`config.mk`:
```
export PLATFORM = sky130hd
export DESIGN_NAME = coin_vend_ctrl
export DESIGN_NICKNAME = d
export VERILOG_FILES = /design/src/rtl/coin_vend_pkg.sv /design/src/rtl/coin_vend_next.sv /design/src/rtl/coin_vend_ctrl.sv
export SDC_FILE = /design/constraint.sdc
export NUM_CORES = 1
export LEC_CHECK = 0
export CORE_AREA = 2 2 39 41
export DETAILED_ROUTE_END_ITERATION = 8
export DIE_AREA = 0 0 41 43
export DONT_BUFFER_PORTS = 1
export GPL_TIMING_DRIVEN = 0
export HOLD_SLACK_MARGIN = 0.05
export SLEW_MARGIN = 10
export SYNTH_ARGS = -nofsm -noshare
export SYNTH_HDL_FRONTEND = slang
export SYNTH_HIERARCHICAL = 1
export SYNTH_SLANG_ARGS = --single-unit
```
`constraint.sdc`:
```
create_clock -name clk -period 2.14 [get_ports clk]
set_clock_uncertainty 0.2 [all_clocks]
set_input_delay 0.428 -clock clk [delete_from_list [all_inputs] [get_ports clk]]
set_output_delay 0.428 -clock clk [all_outputs]
set_load 0.01 [all_outputs]
```
`src/rtl/coin_vend_pkg.sv`:
```
package coin_vend_pkg;
    localparam int STATE_W = 2;

    typedef enum logic [STATE_W-1:0] {
        ST_EMPTY = 2'b00,
        ST_FIVE  = 2'b01,
        ST_TEN   = 2'b10,
        ST_PAID  = 2'b11
    } credit_t;

    localparam int STYLE_MOORE     = 0;
    localparam int STYLE_REG_MEALY = 1;
endpackage

```
`src/rtl/coin_vend_next.sv`:
```
module coin_vend_next
    import coin_vend_pkg::*;
(
    input  credit_t cur,
    input  logic    nickel,
    input  logic    dime,
    output credit_t nxt,
    output logic    reach_paid
);
    // Dime is examined first, so a nickel in the same cycle is dropped
    always_comb begin
        nxt        = cur;
        reach_paid = 1'b0;
        unique case (cur)
            ST_EMPTY: begin
                if (dime)        nxt = ST_TEN;
                else if (nickel) nxt = ST_FIVE;
            end
            ST_FIVE: begin
                if (dime) begin
                    nxt        = ST_PAID;
                    reach_paid = 1'b1;
                end else if (nickel) begin
                    nxt = ST_TEN;
                end
            end
            ST_TEN: begin
                if (dime || nickel) begin
                    nxt        = ST_PAID;
                    reach_paid = 1'b1;
                end
            end
            ST_PAID: begin
                nxt        = ST_PAID;   // saturates, no change returned
                reach_paid = 1'b1;
            end
        endcase
    end
endmodule

```
`src/rtl/coin_vend_ctrl.sv`:
```
module coin_vend_ctrl
    import coin_vend_pkg::*;
#(
    parameter int OPEN_STYLE = STYLE_MOORE
) (
    input  logic                clk,
    input  logic                rst,
    input  logic                coin_nickel,
    input  logic                coin_dime,
    output logic                vend_open,
    output logic [STATE_W-1:0]  credit_state
);
    credit_t state_q;
    credit_t state_d;
    logic    reach_paid;

    coin_vend_next u_next (
        .cur        (state_q),
        .nickel     (coin_nickel),
        .dime       (coin_dime),
        .nxt        (state_d),
        .reach_paid (reach_paid)
    );

    // State register
    always_ff @(posedge clk) begin
        if (rst) state_q <= ST_EMPTY;
        else     state_q <= state_d;
    end

    assign credit_state = state_q;

    // Output process, one variant per style
    generate
        if (OPEN_STYLE == STYLE_MOORE) begin : g_moore
            always_comb vend_open = (state_q == ST_PAID);

            // a transition output of 1 always lands in the paid state
            a_r8_moore_follows: assert property (@(posedge clk) disable iff (rst)
                reach_paid |=> vend_open);
        end else begin : g_reg_mealy
            logic open_q;
            always_ff @(posedge clk) begin
                if (rst) open_q <= 1'b0;
                else     open_q <= reach_paid;
            end
            always_comb vend_open = open_q;

            // separate output flop tracks the state register
            a_r9_reg_open_matches: assert property (@(posedge clk) disable iff (rst)
                vend_open == (state_q == ST_PAID));
        end
    endgenerate

    // nickel alone from empty lands in five
    a_r3_nickel_step: assert property (@(posedge clk) disable iff (rst)
        (state_q == ST_EMPTY && coin_nickel && !coin_dime) |=> state_q == ST_FIVE);

    // idle cycle keeps the credit
    a_r5_idle_hold: assert property (@(posedge clk) disable iff (rst)
        (!coin_nickel && !coin_dime) |=> $stable(state_q));

    // the paid state is sticky until reset
    a_r6_paid_sticky: assert property (@(posedge clk) disable iff (rst)
        (state_q == ST_PAID) |=> state_q == ST_PAID);

    // both coins from empty count only the dime
    a_r7_dime_wins: assert property (@(posedge clk) disable iff (rst)
        (state_q == ST_EMPTY && coin_nickel && coin_dime) |=> state_q == ST_TEN);
endmodule

```
Word level (Yosys, flattened, before mapping)
Cells that the tools add are included.
{ "classes": {"eq_ne": 6, "muxes": 6, "n_reduce_logical": 3} }
{ "op_table": {"columns": ["operator", "n"], "rows": [
  ["two-way mux 2 bit", 5],
  ["case mux 2 bit (4 select lines)", 1],
  ["inequality test 3 bit, second input constant", 2],
  ["equality test 2 bit, second input constant", 2],
  ["AND reduction 3 bit", 1],
  ["equality test 2 x 1 -> 1 bit, second input constant", 1],
  ["logical NOT 2 bit", 1],
  ["inequality test 2 x 1 -> 1 bit, second input constant", 1],
  ["logical OR 1 bit", 1]
]} }
{ "totals": {"in_bits": 4, "out_inout_bits": 3, "reg_bits": 2, "word_cells": 16} }

Longest topological paths before layout
{ "logic_depth": {"depth_word": 3, "depth_mapped": 3, "ltp_nobuf": 3} }

Hierarchy
Netlist, hierarchy kept.
{ "modules_own_cells": {"columns": ["module", "n_inst", "area_per_inst_um2", "cells_per_inst"], "rows": [
  ["coin_vend_ctrl", 1, 58.8, 5],
  ["coin_vend_next", 1, 57.6, 7]
]} }

Worst setup path before layout
No wires, ideal clock.
{ "synth_path": {"path_kind": "register -> output", "startpoint": "register state_q[0] (netlist: credit_state[0])", "endpoint": "output vend_open", "t_arrival_ps": 639, "setup_slack_ps": 873, "stages_incl_launch_ff": 2, "t_required_ps": 1512, "n_path_buf": 0, "path_cell_list": "dfxtp_1 > and2_1"} }
{ "synth_via": {"elab_chain_len": 1} }
{ "synth_rtl": {"columns": ["element", "line_no", "text"], "rows": [
  ["start: declaration", "coin_vend_ctrl.sv:13", "credit_t state_q;"],
  ["start signal: assignment", "coin_vend_ctrl.sv:28", "else state_q <= state_d;"],
  ["equality test 2 bit", "coin_vend_ctrl.sv:36", "always_comb vend_open = (state_q == ST_PAID);"],
  ["end: declaration", "coin_vend_ctrl.sv:10", "output logic vend_open,"]
]} }
Every way passes these cells.

Worst setup path after layout
Ends and elaborated chain as after synthesis.

==> metrics <==
Final Hold Vio Count 0; Worst-Margin Slew between 0.2 and 0.25 ns; Final period util 0.7000; die area 1763 µm²; design area 141.4 µm²; maxcap violations 0; mapped cell area just under 100 µm²; FMAX about 670 MHz; crit path max fanout 6; FP Rows 14; CP max stage delay 0.43 ns; syn_area_per_cell 9.885 µm²; number of global-route vias before repair 102; CP arrival 0.87 ns; Post-Syn Nets 14; total gr overflow 0; Largest register FFs 2; worst path cell trace and2_1; Yosys warning count 6; Die H 43 µm; crit end category output port; post_cts resized 0; Startpoint Class flop; core area around 1400 µm²; Crit path buffers/inverters 0; Fin Setup TNS 0 ns; Port Buffers 0; Avg WL per Cell 7.310 µm; Via Count just over 80; Num CTS Buffers 3; Via density between 2 and 3; # Post-CTS Setup Buffers 0; final worst slack 0.6420 ns; Routed Antenna Nets 0; Syn-to-layout area delta 43.04%; Chip Width 41 µm; PD cells 986.5 nW/µm²; Nets 19; H-tree Lvls 1; Hold WC Path Type input pin to flop; Final setup viols 0; I/O Pins 7; dpl ws approximately 0.87 ns; CTS Sinks 2; WL final 212 µm; Tmin final 1.498 ns; delay-heaviest family, CP flip-flops; DRC Markers 0; cts hold-fix bufs 0; All-Layer GR Usage 0.02603; DR iter-0 viols 0; Synth Instances 10; worst-case clock buffer depth 2; Final Max Tran Viols 0; largest net degree at the start of global routing 7; RSZ-0062 raised after global routing false; Leak Pwr 0.05482 nW; CTS clock-pin slew for the worst setup and hold paths 0.03 ns; WS Path Type flop to output port; CTS tree yes; first-pass GRT wire length 234 µm; Pre-antenna DRT Iters 1; Initial Utilization 0.07143; Max-Slew Margin vs Limit 0.8459; clock root cell clkbuf_4; Worst-Skew Late Latency 0.22 ns; status completed; layout cells sized above 1 0.3846; antenna diode count 0; initial antenna violation count 0; area of placed instances ~120 µm²; Crit-path slowest cell dfxtp_1; CP required between 1.5 and 2 ns; Max IR drop VDD between 0.07 and 0.08 mV; Placer Congestion 0.4182
where the power goes:
part           switching, W  internal (W)  total (W)
combinational    0.00000375    0.00000635  0.0000101
sequential       0.00000533     0.0000408  0.0000461
clock             0.0000214     0.0000619  0.0000833
metrics by stage:
stage	instances	utilization	hold slack, ns	power (W)
2_1_floorplan	10	-	0.2996	0.00005492
3_3_place_gp	26	0.08590	0.3013	0.00005667
3_5_place_dp	26	0.08590	0.3032	0.00005688
4_1_cts	29	0.1022	0.06169	0.0001462
5_1_grt	29	0.1022	0.06674	0.0001457
6_report	29	0.1022	0.07291	0.0001395
cells in the final DEF (no fill, tap or decap), drive strengths merged:
cell    count
nor2b       2
clkbuf      3
and2        1
and3b       1
o21ai       1
dfxtp       2
nor2        1
a211o       1
o31ai       1
per-layer routing:
metal | share of wire | up-vias | GRT usage | routed length, µm
li1 | - | 42 | - | -
met1 | 0.38 | 35 | 0.006369 | 80
met2 | 0.55 | 5 | 0.03750 | 116
met3 | 0.071 | 0 | 0 | 15
met4 | 0 | 0 | 0.08000 | 0
met5 | 0 | - | 0 | 0
path summary, 6_finish.rpt:
| kind | startpoint | endpoint | slack, ns | cells past startpoint |
|---|---|---|---|---|
| setup / recovery | credit_state[0]$_SDFF_PP0_ | vend_open | 0.64 | 1 |
| hold / removal | rst | credit_state[0]$_SDFF_PP0_ | 0.07 | 1 |
| setup reg to reg | credit_state[1]$_SDFF_PP0_ | credit_state[0]$_SDFF_PP0_ | 0.94 | 3 |
| hold reg to reg | credit_state[1]$_SDFF_PP0_ | credit_state[1]$_SDFF_PP0_ | 0.50 | 2 |
cell type report:
type | count | area (µm²)
Fill cell | 161 | 1242
Multi-Input combinational cell | 8 | 58.81
Sequential cell | 2 | 40.04
Clock buffer | 3 | 22.52
Tap cell | 16 | 20.02
Power figures use the tool's default switching activity.
